## src/rtl/hb_read_pkg.sv

```systemverilog
package hb_read_pkg;

    localparam int CA_W     = 48;
    localparam int CA_BYTES = CA_W / 8;

    typedef enum logic [2:0] {
        ST_IDLE,
        ST_CMD,
        ST_DUMMY,
        ST_CAPT,
        ST_GAP
    } hb_state_e;

    // read, memory space, linear burst, upper address, reserved, low address
    function automatic logic [CA_W-1:0] build_ca(input logic [31:0] a);
        return {1'b1, 1'b0, 1'b1, a[31:3], 13'd0, a[2:0]};
    endfunction

endpackage

```

## src/rtl/hb_strobe_capture.sv

```systemverilog
module hb_strobe_capture (
    input  logic        clk,
    input  logic        rst_n,
    input  logic        arm_i,
    input  logic        en_i,
    input  logic        rwds_i,
    input  logic [7:0]  dq_i,
    output logic        edge_o,
    output logic        word_vld_o,
    output logic [15:0] word_o
);

    typedef struct packed {
        logic       lvl;
        logic [7:0] hi;
    } cap_t;

    cap_t cap_d, cap_q;

    assign edge_o     = en_i && (rwds_i != cap_q.lvl);
    assign word_vld_o = edge_o && cap_q.lvl;
    assign word_o     = {cap_q.hi, dq_i};

    always_comb begin
        cap_d = cap_q;
        if (arm_i) begin
            cap_d.lvl = 1'b0;
        end else if (edge_o) begin
            cap_d.lvl = ~cap_q.lvl;
            if (!cap_q.lvl) begin
                cap_d.hi = dq_i;
            end
        end
    end

    always_ff @(posedge clk) begin
        if (!rst_n) begin
            cap_q <= '0;
        end else begin
            cap_q <= cap_d;
        end
    end

    // a word may only complete on a falling strobe sample
    AST_WORD_ON_FALL: assert property (@(posedge clk) disable iff (!rst_n)
        word_vld_o |-> !rwds_i);

endmodule

```

## src/rtl/hb_wr_latency_check.sv

```systemverilog
module hb_wr_latency_check #(
    parameter int LAT_W      = 5,
    parameter int WR_LAT_MIN = 11
) (
    input  logic [LAT_W-1:0] cfg_latency,
    output logic             wr_lat_ok
);

    localparam logic [LAT_W-1:0] MIN_L = LAT_W'(WR_LAT_MIN);

    assign wr_lat_ok = (cfg_latency >= MIN_L);

endmodule

```

## src/rtl/hb_read_engine.sv

```systemverilog
module hb_read_engine
    import hb_read_pkg::*;
#(
    parameter int LAT_W      = 5,
    parameter int TO_W       = 8,
    parameter int LEN_W      = 8,
    parameter int ADDR_W     = 32,
    parameter int WR_LAT_MIN = 11
) (
    input  logic              clk,
    input  logic              rst_n,
    input  logic [LAT_W-1:0]  cfg_latency,
    input  logic [TO_W-1:0]   cfg_timeout,
    input  logic              req_valid,
    output logic              req_ready,
    input  logic [ADDR_W-1:0] req_addr,
    input  logic [LEN_W-1:0]  req_len,
    output logic              hb_cs_n,
    output logic              hb_ck,
    output logic [7:0]        hb_dq_o,
    output logic              hb_dq_oe,
    input  logic [7:0]        hb_dq_i,
    input  logic              hb_rwds_i,
    output logic              rd_valid,
    output logic [15:0]       rd_data,
    output logic              rd_done,
    output logic              rd_err,
    output logic              wr_lat_ok
);

    localparam int SEQ_W = (LAT_W > 3) ? LAT_W : 3;
    localparam int TMO_W = TO_W + 1;

    typedef struct packed {
        hb_state_e        st;
        logic [CA_W-1:0]  ca;
        logic [SEQ_W-1:0] seq;
        logic [TMO_W-1:0] tmo;
        logic [LEN_W-1:0] left;
        logic             ck;
        logic             vld;
        logic [15:0]      data;
        logic             done;
        logic             err;
    } eng_t;

    eng_t eng_d, eng_q;

    logic        cap_edge;
    logic        cap_word;
    logic [15:0] cap_data;
    logic [TMO_W-1:0] tmo_lim;
    logic [31:0] addr_ext;

    assign tmo_lim  = {cfg_timeout, 1'b0};
    assign addr_ext = 32'(req_addr);

    hb_strobe_capture i_cap (
        .clk        (clk),
        .rst_n      (rst_n),
        .arm_i      (eng_q.st == ST_DUMMY),
        .en_i       (eng_q.st == ST_CAPT),
        .rwds_i     (hb_rwds_i),
        .dq_i       (hb_dq_i),
        .edge_o     (cap_edge),
        .word_vld_o (cap_word),
        .word_o     (cap_data)
    );

    hb_wr_latency_check #(
        .LAT_W      (LAT_W),
        .WR_LAT_MIN (WR_LAT_MIN)
    ) i_wrchk (
        .cfg_latency (cfg_latency),
        .wr_lat_ok   (wr_lat_ok)
    );

    always_comb begin
        eng_d      = eng_q;
        eng_d.vld  = 1'b0;
        eng_d.done = 1'b0;
        eng_d.err  = 1'b0;
        case (eng_q.st)
            ST_IDLE: begin
                eng_d.ck = 1'b0;
                if (req_valid) begin
                    eng_d.st   = ST_CMD;
                    eng_d.ca   = build_ca(addr_ext);
                    eng_d.seq  = '0;
                    eng_d.left = req_len;
                end
            end
            ST_CMD: begin
                eng_d.ck  = ~eng_q.ck;
                eng_d.ca  = {eng_q.ca[CA_W-9:0], 8'h00};
                eng_d.seq = eng_q.seq + SEQ_W'(1);
                if (eng_q.seq == SEQ_W'(CA_BYTES - 1)) begin
                    eng_d.st  = ST_DUMMY;
                    eng_d.seq = '0;
                end
            end
            ST_DUMMY: begin
                eng_d.ck  = ~eng_q.ck;
                eng_d.seq = eng_q.seq + SEQ_W'(1);
                if (SEQ_W'(cfg_latency) <= eng_q.seq + SEQ_W'(1)) begin
                    eng_d.st  = ST_CAPT;
                    eng_d.tmo = '0;
                end
            end
            ST_CAPT: begin
                eng_d.ck = ~eng_q.ck;
                if (cap_edge) begin
                    eng_d.tmo = '0;
                    if (cap_word) begin
                        eng_d.vld  = 1'b1;
                        eng_d.data = cap_data;
                        eng_d.left = eng_q.left - LEN_W'(1);
                        if (eng_q.left == LEN_W'(1)) begin
                            eng_d.st   = ST_GAP;
                            eng_d.seq  = '0;
                            eng_d.ck   = 1'b0;
                            eng_d.done = 1'b1;
                        end
                    end
                end else begin
                    eng_d.tmo = eng_q.tmo + TMO_W'(1);
                    if (eng_q.tmo == tmo_lim - TMO_W'(1)) begin
                        eng_d.st   = ST_GAP;
                        eng_d.seq  = '0;
                        eng_d.ck   = 1'b0;
                        eng_d.done = 1'b1;
                        eng_d.err  = 1'b1;
                    end
                end
            end
            ST_GAP: begin
                eng_d.ck  = 1'b0;
                eng_d.seq = eng_q.seq + SEQ_W'(1);
                if (eng_q.seq == SEQ_W'(1)) begin
                    eng_d.st = ST_IDLE;
                end
            end
            default: begin
                eng_d.st = ST_IDLE;
            end
        endcase
    end

    always_ff @(posedge clk) begin
        if (!rst_n) begin
            eng_q    <= '0;
            eng_q.st <= ST_IDLE;
        end else begin
            eng_q <= eng_d;
        end
    end

    assign req_ready = (eng_q.st == ST_IDLE);
    assign hb_cs_n   = !((eng_q.st == ST_CMD) || (eng_q.st == ST_DUMMY) ||
                         (eng_q.st == ST_CAPT));
    assign hb_ck     = eng_q.ck;
    assign hb_dq_o   = eng_q.ca[CA_W-1 -: 8];
    assign hb_dq_oe  = (eng_q.st == ST_CMD);
    assign rd_valid  = eng_q.vld;
    assign rd_data   = eng_q.data;
    assign rd_done   = eng_q.done;
    assign rd_err    = eng_q.err;

    AST_OE_INSIDE_CS: assert property (@(posedge clk) disable iff (!rst_n)
        hb_dq_oe |-> !hb_cs_n);
    AST_CK_RUNS: assert property (@(posedge clk) disable iff (!rst_n)
        (!hb_cs_n && $past(!hb_cs_n)) |-> (hb_ck != $past(hb_ck)));
    AST_CK_PARKED: assert property (@(posedge clk) disable iff (!rst_n)
        hb_cs_n |-> !hb_ck);
    AST_VALID_AFTER_FALL: assert property (@(posedge clk) disable iff (!rst_n)
        rd_valid |-> !$past(hb_rwds_i));
    AST_ERR_WITH_DONE: assert property (@(posedge clk) disable iff (!rst_n)
        rd_err |-> rd_done);
    AST_DONE_CS_HIGH: assert property (@(posedge clk) disable iff (!rst_n)
        rd_done |-> hb_cs_n);
    AST_CS_GAP: assert property (@(posedge clk) disable iff (!rst_n)
        $rose(hb_cs_n) |=> hb_cs_n);
    AST_READY_IDLE: assert property (@(posedge clk) disable iff (!rst_n)
        req_ready |-> hb_cs_n);

endmodule

```

## config.mk

```make
export PLATFORM = sky130hd
export DESIGN_NAME = hb_read_engine
export DESIGN_NICKNAME = d
export VERILOG_FILES = /design/src/rtl/hb_read_pkg.sv /design/src/rtl/hb_strobe_capture.sv /design/src/rtl/hb_wr_latency_check.sv /design/src/rtl/hb_read_engine.sv
export SDC_FILE = /design/constraint.sdc
export NUM_CORES = 1
export LEC_CHECK = 0
export ABC_AREA = 1
export BUFFER_PORTS_ARGS = -buffer_cell sky130_fd_sc_hd__buf_2
export CAP_MARGIN = 30
export CORE_ASPECT_RATIO = 1.1
export CORE_MARGIN = 3
export CORE_UTILIZATION = 35
export DETAILED_ROUTE_END_ITERATION = 10
export GPL_TIMING_DRIVEN = 0
export HOLD_SLACK_MARGIN = 0.08
export PLACE_DENSITY = 0.54
export SYNTH_ARGS = -nofsm -noshare
export SYNTH_HDL_FRONTEND = slang
export SYNTH_SLANG_ARGS = --single-unit
export TNS_END_PERCENT = 30
```

## constraint.sdc

```tcl
create_clock -name clk -period 5.9 [get_ports clk]
set_input_delay 0 -clock clk [delete_from_list [all_inputs] [get_ports clk]]
set_output_delay 0 -clock clk [all_outputs]
set_load 0.01 [all_outputs]
```

# Word level (Yosys, flattened, before mapping)
# Index checks and enable logic that the tools add are counted.
# op_classes
add_sub_neg	4
order_cmp	2
eq_ne	18
n_mux	29
bitwise	5
reduce_logical	25
# ops
operator	n
$pmux W48 S2	1
$mux W56	1
$mux W27	1
$mux W3	7
$mux W5	4
$pmux W5 S4	1
$pmux W9 S2	1
$mux W8	2
$pmux W8 S2	1
$pmux W3 S5	1
$mux W14	1
$ne A2 B2 Y1 const B	5
$add A9 B1 Y9 const B	1
$eq A9 B9 Y1	1
$mux W9	1
$ne A3 B3 Y1 const B	3
$reduce_and A3 Y1	3
$sub A9 B1 Y9 const B	1
$eq A8 B1 Y1 const B	1
$reduce_or A2 Y1	4
$sub A8 B1 Y8 const B	1
$reduce_and A7 Y1	1
$eq A3 B2 Y1 const B	2
$reduce_and A2 Y1	3
other kinds (23)	35
# totals
register_bits	102
elab_cells	95

# Depth between registers and ports, before layout
# Gate-level depths: netlist of the first run.
# logic_depth
word_depth	6
depth_mapped	15
mapped_depth_nobuf	15

# Hierarchy
# From an unflattened synthesis of the first run, not the netlist that was laid out.
# unflattened
cells_unflattened	662
hier_area_um2	4793.3
# modules_own_cells
mod	n_inst	cells_each	area_per_inst_um2	seq_area_each_um2
hb_read_engine	1	577	4226.6	1661.6
hb_strobe_capture	1	79	544.3	180.2
hb_wr_latency_check	1	6	22.5	0.0

# Worst setup path before layout of the first run
# Ideal clock, no wire load.
# synth_timing
path_kind	register -> register
start	register eng_q[37] in the netlist's numbering
end	register eng_q[29] in the netlist's numbering
setup_ns	0.074
t_arrival_ns	1.884
required_ns	5.826
path_slack_ns	3.942
stages_incl_launch_ff	15
n_path_buf	0
path_cell_list	dfxtp_1 -> ha_1 -> nand3_1 -> xor2_1 -> ha_1 -> nand2_1 -> nor2_1 -> nand2_1 -> nand3_1 -> nand2_1 -> nand2_1 -> nand2_1 -> inv_1 -> nand2_1 -> o21ai_0
# synth_between
elab_chain_len	4
# synth_rtl
element	line	rtl
start, declared	hb_read_engine.sv:47	eng_t eng_d, eng_q;
start signal, assigned	hb_read_engine.sv:154	eng_q <= eng_d;
$add A5 B1 Y5	hb_read_engine.sv:105	if (SEQ_W'(cfg_latency) <= eng_q.seq + SEQ_W'(1)) begin
$le A5 B5 Y1	hb_read_engine.sv:105	
$ne A2 B2 Y1 (no source line)	-	
$reduce_and A2 Y1 (no source line)	-	
# No other way between the ends.
# A chain may end at the register's enable or synchronous reset.

# Worst setup path in the final report of the first run
# Ends and elaborated chain as after synthesis.

==> results of run 1 <==
==> timing repair <==
action,in CTS,in global routing
hold buffers,48,0
endpoints found under the setup margin,0,0
endpoints found under the hold margin,56,0
==> final cells by class <==
cell class / instances / area, um^2
buffer: 49 / 323
clock buffer: 10 / 239
clock inverter: 6 / 63.8
fill: 1310 / 6670
inverter: 81 / 307
multi-input combinational: 406 / 2150
sequential: 92 / 1840
tap: 157 / 196
timing repair buffer: 144 / 961
==> kinds of logic after synthesis <==
family | share of synthesized area, %
AO/OA/AOI/OAI | 19.5
AND/OR/NAND/NOR | 22.4
buffers and inverters | 13.6
XOR/XNOR | 1.70
flip-flops | 39.8
adder cells (fa/ha/maj) | 2.98
==> where the power goes <==
group          switching [mW]  internal [mW]  total, mW
registers              0.0901          0.761      0.851
clock network           0.241          0.339      0.580
logic                   0.439          0.303      0.742
==> worst reg2reg max path: cells and delay by family, from the launching register on <==
family                     cells  cell delay, ps
DFF                            1             400
and+or+nand+nor                9             890
buffers and inverters          1             190
AOI/OAI and AO/OA              1             170
adders and majority gates      2             540
xor gates and xnor gates       1             180
==> cells in the final DEF (no fill, tap or decap), drive strengths merged, types with 2 or more instances in the layout <==
| cell type | netlist | routed |
|---|---|---|
| clkbuf | 9 | 19 |
| dfxtp | 92 | 92 |
| a211oi | 2 | 2 |
| or2 | 3 | 3 |
| ha | 11 | 11 |
| a32oi | 2 | 2 |
| xor2 | 5 | 5 |
| a21oi | 58 | 58 |
| a221oi | 4 | 4 |
| nand3 | 23 | 23 |
| clkinvlp | 0 | 2 |
| inv | 81 | 81 |
| clkinv | 0 | 3 |
| nand2 | 95 | 95 |
| xnor2 | 4 | 4 |
| nor3 | 6 | 6 |
| o221ai | 24 | 24 |
| dlygate4sd3 | 0 | 48 |
| nor2 | 109 | 109 |
| o21ai | 52 | 52 |
| buf | 40 | 136 |
==> path summary, 6_finish.rpt <==
check                          from                endpoint  slack [ps]  cells after the start
max          eng_q[37]$_SDFFE_PN0P_  eng_q[29]$_SDFFE_PN0P_        3460                     14
min                  cfg_timeout[7]       rd_err$_SDFF_PP0_         180                      5
max reg2reg  eng_q[37]$_SDFFE_PN0P_  eng_q[29]$_SDFFE_PN0P_        3460                     14
min reg2reg  eng_q[71]$_SDFFE_PN0P_  eng_q[71]$_SDFFE_PN0P_         450                      2
==> routing by layer <==
| layer | share of wire, % | up-vias | GRT usage, % |
|---|---|---|---|
| met5 | 0 | - | 0 |
| met4 | 2.8 | 0 | 6.56 |
| met3 | 3.5 | 25 | 3.05 |
| met2 | 49 | 106 | 30.3 |
| met1 | 45 | 2097 | 22.6 |
| li1 | - | 2344 | - |
==> sequential cells by signal (all words and copies together), names as in the netlist <==
register	flops
rd_err	1
rd_done	1
eng_q	55
hb_dq_o	8
hb_ck	1
i_cap.word_o	8
i_cap.cap_q	1
rd_valid	1
rd_data	16
==> stage by stage <==
step                worst slack [ps]  power, mW
finish                          3460       2.17
CTS                             3450       2.19
detailed placement              3460       1.58
global route                    3180       2.33
global placement                3570       1.56
floorplan                       3940       1.37
==> synthesized netlist by cell type, types with 3 or more instances <==
cell type | number | area share, %
a21oi_1 | 58 | 6.3
buf_2 | 8 | 0.87
buf_4 | 28 | 4.5
buf_6 | 3 | 0.73
clkbuf_1 | 8 | 0.65
dfxtp_1 | 92 | 40
ha_1 | 11 | 3.0
inv_1 | 72 | 5.8
inv_2 | 8 | 0.65
nand2_1 | 88 | 7.1
nand2_2 | 6 | 0.81
nand3_1 | 22 | 2.4
nor2_1 | 101 | 8.2
nor2_2 | 3 | 0.41
nor2_4 | 5 | 1.2
nor3_1 | 5 | 0.54
o21ai_0 | 48 | 5.2
o221ai_1 | 24 | 4.5
or2_2 | 3 | 0.41
xnor2_1 | 4 | 0.76
xor2_1 | 5 | 0.95
==> results.json, run 1 <==
{
  "final_hold_viol_count": 0,
  "path_clk_slew_ps": 60,
  "postPlaceCellArea_um2": 5300,
  "detail_route.wirelength_mm": 12.6,
  "htreeDepth": 3,
  "syn_area_per_cell_um2": 7.36,
  "hpwlAfterDp_mm": 9.08,
  "num_antenna_cells": 0,
  "drc_errors": 0,
  "start_kind": "register",
  "fin_crit_sh_pct": 41.4,
  "path_cells": "ha_1 -> nand3_1 -> xor2_1 -> ha_1 -> nand2_1 -> nor2_1 -> nand2_1 -> nand3_1 -> nand2_1 -> nand2_1 -> nand2_1 -> inv_1 -> nand2_1 -> o21ai_0",
  "power.density_nw_per_um2": 357,
  "cp_slowest_stage_delay_ps": 400,
  "clock_skew_ps": 3.69,
  "clockRootBuffer": "clkbuf_16",
  "clk_latency_ps": 340,
  "placedCellCount": 881,
  "layout-area-overhead-vs-synth_pct": 31.6,
  "netlist_area_um2": 4620,
  "routedWlPerCell_um": 13.3,
  "slew_viol_final": 0,
  "synth_cells": 628,
  "endpoint_kind": "register",
  "initial_core_util_pct": 36.3,
  "fin_util_pct": 47.7,
  "die_x_um": 116,
  "num_vias": 4572,
  "yosysUniqueCellTypes": 42,
  "whs_ps": 183,
  "cts_resized": 0,
  "dieArea_um2": 14600,
  "drtIter0Drc": 230,
  "setup-tns-final_ps": 0,
  "antenna_left": 0,
  "numPortBuffers": 96,
  "layout_min_cycle_time_ps": 2440,
  "status": "finished, final reports clean",
  "gp_congestion": 0.876,
  "die-height_um": 127,
  "dr.pass1.iters": 5,
  "drive_gt1_share_pct": 23.7,
  "synth_edf_count": 0,
  "cts_made_buffers": 9,
  "ios": 97,
  "grt_max_degree": 16,
  "grt.total_usage_pct": 17.8,
  "antenna_found_initial": 0,
  "worst_slew_pin_slew_ps": 701,
  "synth-seq-cells": 92,
  "power.leakage_nw": 2.75,
  "crit_fanout": 6,
  "slew_headroom_pct": 53.3,
  "crit_top_cell": "nand2_1",
  "fmax_ghz": 0.410,
  "grt_pass1_vias": 4493,
  "max_cap_viol_count": 0,
  "dominantRegCellSynth": "dfxtp_1",
  "overflow": 0,
  "clock_path_buffers": 2,
  "cp_slowest_cell": "dfxtp_1",
  "critPathKind": "reg2reg",
  "vdd_drop_max_v": 0.000141,
  "critical_path.top_delay_family": "simple AND/OR/NAND/NOR gates",
  "vias_per_cell": 4.84,
  "synthesis.nets": 704,
  "hold_class": "in2reg",
  "nNetsFinal": 859,
  "path_buf_inv": 1,
  "ys_seq_area_share_pct": 39.8,
  "arrival_ps": 2710,
  "report.final.setup_viol": 0,
  "clkSinkCount": 92,
  "postLayoutCellArea_um2": 6080,
  "fin_cells": 945,
  "ys.warnings.count": 0,
  "cts_setup_buffers": 0,
  "grt_pass1_wl_mm": 21.2,
  "rows": 43,
  "async_reset_ff_share_pct": 0,
  "rsz0062_at_grt": "false",
  "cp.required_ps": 6160,
  "cts_tree": "built",
  "core_um2": 12800
}
No activity file was read; power rests on OpenSTA's default activity.
==> run 2, diff against run 1 <==
Settings changed: ABC_AREA 1 to 0.
Clock period 5.9 ns to 2.3 ns, I/O delays scaled along.
==> run 2 against run 1 <==
The run now ends with setup timing left. Power up 100%. Combinational power increased by 42%. Largest power group unchanged. First-iteration DRC count is 42% higher. Final area grew 2.8%. Worst setup slack worse by 3500 ps. Sequential share of layout area shrank 0.68 points. Utilization grew 1.5 points. Clock power increased to 2.5 times the previous value. Sequential power grew 120%. Flip-flop and latch count unchanged. Critical endpoint is now eng_q[91]$_SDFFE_PN0P_. Highest routed layer unchanged. Cell count decreased by 6.0%. Largest cell class unchanged. Synthesized cell count is 10% lower.
==> results.json, run 2 <==
{
  "cp.required_ps": 2560,
  "dieArea_um2": 14400,
  "synth_top_family_by_area": "simple AND/OR/NAND/NOR gates",
  "hold_class": "in2reg",
  "die-height_um": 126,
  "syn_area_per_cell_um2": 8.10,
  "synth_area_leaders": "dfxtp_1, nor2_1, nand2_1, a21oi_1, o221ai_1",
  "power.leakage_nw": 2.52,
  "cts_made_buffers": 9,
  "overflow": 0,
  "fmax_ghz": 0.428,
  "rrSetupSlack_ps": -30,
  "slew_viol_final": 0,
  "fin_crit_sh_pct": 102,
  "numPortBuffers": 94,
  "fin_util_pct": 49.3,
  "pre_cts_slack_ps": -421,
  "final_hold_viol_count": 0,
  "synth_edf_count": 0,
  "final_cell_mix": "buf_2, dfxtp_1, nor2_1",
  "netlist_area_um2": 4560,
  "power.density_nw_per_um2": 699,
  "synthMuxAreaShare_pct": 1.76,
  "grt_max_degree": 16,
  "routedWlPerCell_um": 14.4,
  "synth-simple-area-share_pct": 21.6,
  "layout_min_cycle_time_ps": 2330,
  "dominantRegCellSynth": "dfxtp_1",
  "drc_errors": 0,
  "synth_common_cells": "dfxtp_1, nor2_1, nand2_1",
  "cts_tree": "built",
  "crit_fanout": 5,
  "initial_core_util_pct": 35.9,
  "antenna_left": 0,
  "synth_compound_area_share_pct": 21.4,
  "clock_skew_ps": 6.82,
  "grt.total_usage_pct": 17.7,
  "worst_slew_pin_slew_ps": 795,
  "num_antenna_cells": 0,
  "postLayoutCellArea_um2": 6250,
  "async_reset_ff_share_pct": 0,
  "arrival_ps": 2590,
  "grt_pass1_wl_mm": 20.8,
  "rsz0062_at_grt": "true",
  "htreeDepth": 3,
  "path_clk_slew_ps": 70,
  "drive_gt1_share_pct": 25.4,
  "slew_headroom_pct": 46.7,
  "max_cap_viol_count": 0,
  "largest-register": "eng_q",
  "critPathKind": "reg2reg",
  "ios": 97,
  "grt_pass1_vias": 4313,
  "num_vias": 4530,
  "antenna_found_initial": 0,
  "core_um2": 12700,
  "start_kind": "register",
  "clk_latency_ps": 340,
  "endpoint_kind": "register",
  "ys_seq_area_share_pct": 40.4,
  "vdd_drop_max_v": 0.000446,
  "synth_cells": 563,
  "setup-tns-final_ps": -52.0,
  "ys.warnings.count": 0,
  "status": "finished, violations left",
  "gp_congestion": 0.889,
  "dr.pass1.iters": 5,
  "drtIter0Drc": 327,
  "clkSinkCount": 92,
  "yosys.area_share.xor_xnor_pct": 2.88,
  "die_x_um": 115,
  "setup_ws_ps": -34.6,
  "report.final.setup_viol": 2,
  "vias_per_cell": 5.10,
  "synth_top_area_share_pct": 40.4,
  "postPlaceCellArea_um2": 5230,
  "power_mw": 4.37,
  "nNetsFinal": 802,
  "clockRootBuffer": "clkbuf_16",
  "synth-seq-cells": 92,
  "synth_most_common_cell": "dfxtp_1",
  "placedCellCount": 814,
  "synth_area_leader_cell": "dfxtp_1",
  "hpwlAfterDp_mm": 8.99,
  "yosys.area_share.adder_pct": 3.02,
  "synthesis.nets": 639,
  "violations": "setup timing",
  "layout-area-overhead-vs-synth_pct": 37.2,
  "rows": 43,
  "clock_path_buffers": 2,
  "largest_reg_flops": 55,
  "mostFrequentLayoutCell": "buf_2",
  "fin_cells": 888,
  "yosysUniqueCellTypes": 61,
  "whs_ps": 143,
  "detail_route.wirelength_mm": 12.8
}
run 2: cell types whose count changed in the layout (fill, tap and decap cells not counted), sizes merged, moves of 5 or more:
cell / change
nor3: +10
nand2: -24
nor2: -29
a21oi: -6
clkbuf: +15
a211oi: +5
inv: -65
mux2i: +8
xor2: +5
o21ai: -29
a31oi: +7
run 2: what timing repair did:
action,CTS,global route
endpoints found under the setup margin,14,22
cloned,0,0
buffers inserted,4,5
gates resized for setup,16,18
hold buffers,49,0
pin swaps,8,13
endpoints found under the hold margin,57,0
run 2: path summary, 6_finish.rpt:
check	start	to	cells past startpoint
max	eng_q[40]$_SDFFE_PN0P_	eng_q[91]$_SDFFE_PN0P_	9
min reg2reg	rd_data[1]$_SDFFE_PN0P_	rd_data[1]$_SDFFE_PN0P_	2
max reg2reg	eng_q[40]$_SDFFE_PN0P_	eng_q[91]$_SDFFE_PN0P_	9
min	req_valid	eng_q[92]$_SDFFE_PN0P_	5
run 2: cell families after synthesis:
family / count (synthesis)
AND/OR/NAND/NOR: 217
AO/OA/AOI/OAI: 147
flip-flops: 92
buffers and inverters: 73
XOR/XNOR: 15
adder cells (fa/ha/maj): 11
multiplexers: 8
run 2: final cells by class:
type	instances	area (um^2)
Buffer	56	344
Clock buffer	9	225
Clock inverter	7	67.6
Fill cell	1248	6440
Inverter	17	63.8
Multi-Input combinational cell	398	2470
Sequential cell	92	1850
Tap cell	157	196
Timing Repair Buffer	152	1030
run 2: critical path: stages, from the launching register on:
cell and delay (ps):
dfxtp_1 520, nand3_4 120, xor2_2 170, ha_1 320, and3_4 220, o21ai_4 60
a32oi_4 250, a21oi_2 110, o21a_1 220, a311oi_1 250
run 2: layer usage:
metal / vias up / GRT usage, % / share of wire (%)
met2: 114 / 29.1 / 48
li1: 2304 / - / -
met4: 0 / 4.63 / 0.84
met3: 7 / 4.42 / 4.9
met5: - / 0 / 0
met1: 2105 / 23.2 / 46
run 2: report_power, final:
group | switching, mW | total (mW) | leakage, nW | internal [mW]
logic | 0.579 | 1.05 | 1.63 | 0.472
registers | 0.108 | 1.86 | 0.753 | 1.75
clock network | 0.630 | 1.47 | 0.137 | 0.836
==> run 3, diff against run 2 <==
Settings changed: ABC_AREA 0 to 1.
==> run 3 against run 2 <==
The flow now finishes without violations. Non-clock buffer count down 15. Cell count up 6.4%. Power up 28%. Wire length down 1.7%. Final area down 1.8%. Worst setup slack better by 200 ps. Combinational power up 82%. Worst hold slack better by 40 ps.
==> results.json, run 3 (same netlist as run 1, synthesis figures left out) <==
{
  "fmax_ghz": 0.468,
  "drive_gt1_share_pct": 25.3,
  "detail_route.wirelength_mm": 12.6,
  "clkSinkCount": 92,
  "vdd_drop_max_v": 0.000361,
  "overflow": 0,
  "grt_max_degree": 16,
  "clock_path_buffers": 2,
  "cts_tree": "built",
  "layout_min_cycle_time_ps": 2140,
  "path_clk_slew_ps": 60,
  "cts_made_buffers": 9,
  "final_cell_mix": "buf_2, nor2_1, dfxtp_1",
  "dieArea_um2": 14600,
  "power.density_nw_per_um2": 911,
  "r2r_cells": 14,
  "dr.pass1.iters": 5,
  "start_kind": "register",
  "max_cap_viol_count": 0,
  "clock_skew_ps": 4.35,
  "routedWlPerCell_um": 13.3,
  "antenna_left": 0,
  "vias_per_cell": 4.82,
  "hold_end": "rd_err$_SDFF_PP0_",
  "initial_core_util_pct": 36.3,
  "largest_reg_flops": 55,
  "drc_errors": 0,
  "htreeDepth": 3,
  "ios": 97,
  "num_antenna_cells": 0,
  "num_vias": 4552,
  "crit_fanout": 6,
  "numPortBuffers": 96,
  "slew_headroom_pct": 53.2,
  "hold_depth": 5,
  "mostFrequentLayoutCell": "buf_2",
  "endpoint_kind": "register",
  "status": "finished, final reports clean",
  "rows": 43,
  "nNetsFinal": 859,
  "core_um2": 12800,
  "drtIter0Drc": 177,
  "layout-area-overhead-vs-synth_pct": 32.8,
  "r2r-start": "eng_q[37]$_SDFFE_PN0P_",
  "postLayoutCellArea_um2": 6140,
  "fin_util_pct": 48.2,
  "die_x_um": 116,
  "clk_latency_ps": 340,
  "antenna_found_initial": 0,
  "report.final.setup_viol": 0,
  "cts_setup_buffers": 0,
  "rrSetupSlack_ps": 160,
  "postPlaceCellArea_um2": 5300,
  "final_hold_viol_count": 0,
  "die-height_um": 127,
  "grt.total_usage_pct": 17.9,
  "rr_endpoint": "eng_q[29]$_SDFFE_PN0P_",
  "hold_class": "in2reg",
  "slew_viol_final": 0,
  "grt_pass1_vias": 4496,
  "hpwlAfterDp_mm": 9.08,
  "arrival_ps": 2410,
  "fin_crit_sh_pct": 93.0,
  "worst_slew_pin_slew_ps": 702,
  "cp.required_ps": 2570,
  "power.leakage_nw": 2.75,
  "gp_congestion": 0.876,
  "grt_pass1_wl_mm": 21.2,
  "clockRootBuffer": "clkbuf_16",
  "crit_start": "eng_q[37]$_SDFFE_PN0P_",
  "critPathKind": "reg2reg",
  "min_from": "cfg_timeout[7]",
  "largest-register": "eng_q"
}
-- run 3: changes by cell type in the layout (fill, tap and decap cells not counted), sizes merged, moves of 6 or more --
cell,change
inv,+65
nor2,+29
o21ai,+29
nand2,+24
clkbuf,-15
nor3,-10
mux2i,-8
a31oi,-7
a21oi,+6
-- run 3: power by group --
part / switching [mW] / internal (mW)
logic: 1.13 / 0.782
registers: 0.238 / 1.96
clock network: 0.617 / 0.869
-- run 3: per-layer routing --
layer  wire length [um]  global-route usage (%)
met5                  0                       0
met4                326                    6.56
met3                436                    3.05
met2               6210                    30.3
met1               5590                    22.6
-- run 3: layout make-up --
| class | instances | area (um^2) |
|---|---|---|
| Sequential cell | 92 | 1850 |
| Tap cell | 157 | 196 |
| Clock inverter | 6 | 63.8 |
| Multi-Input combinational cell | 406 | 2200 |
| Timing Repair Buffer | 144 | 961 |
| Inverter | 81 | 309 |
| Clock buffer | 10 | 239 |
| Buffer | 49 | 323 |
| Fill cell | 1298 | 6610 |
-- run 3: worst max path at each step --
stage / end / slack, ps / depth (start not counted)
CTS: eng_q[33]$_SDFFE_PN0P_ / 20 / 14
detailed placement: eng_q[29]$_SDFFE_PN0P_ / -140 / 14
global placement: eng_q[29]$_SDFFE_PN0P_ / -30 / 14
finish: eng_q[29]$_SDFFE_PN0P_ / 160 / 14
floorplan: eng_q[29]$_SDFFE_PN0P_ / 340 / 14
global route: eng_q[29]$_SDFFE_PN0P_ / -6 / 14
-- run 3: timing repair --
action | CTS | global route
setup endpoints to repair | 7 | 11
hold endpoints to repair | 56 | 0
hold buffers | 48 | 0
pin swaps | 0 | 3
gates resized for setup | 6 | 11
-- run 3: worst max-delay path, stage by stage, from the launching register on --
cell and delay [ps]:
dfxtp_4 380, ha_4 150, nand3_2 90, xor2_2 170
ha_1 310, nand2_1 80, nor2_2 110, nand2_1 70
nand3_1 100, nand2_2 80, nand2_2 80, nand2_2 100
inv_4 100, nand2_1 100, o21ai_1 160
-- run 3: through the flow --
stage               TNS (ps)  hold WS (ps)  cells  worst slack [ps]  power [mW]
finish                     0           183    945               162        5.60
detailed placement      -413           240    881              -139        4.04
global placement       -29.2           236    881             -29.2        4.00
floorplan                  0           109    628               342        3.50
CTS                        0           167    945              15.6        5.63
global route           -7.63           216    945             -5.89        6.00
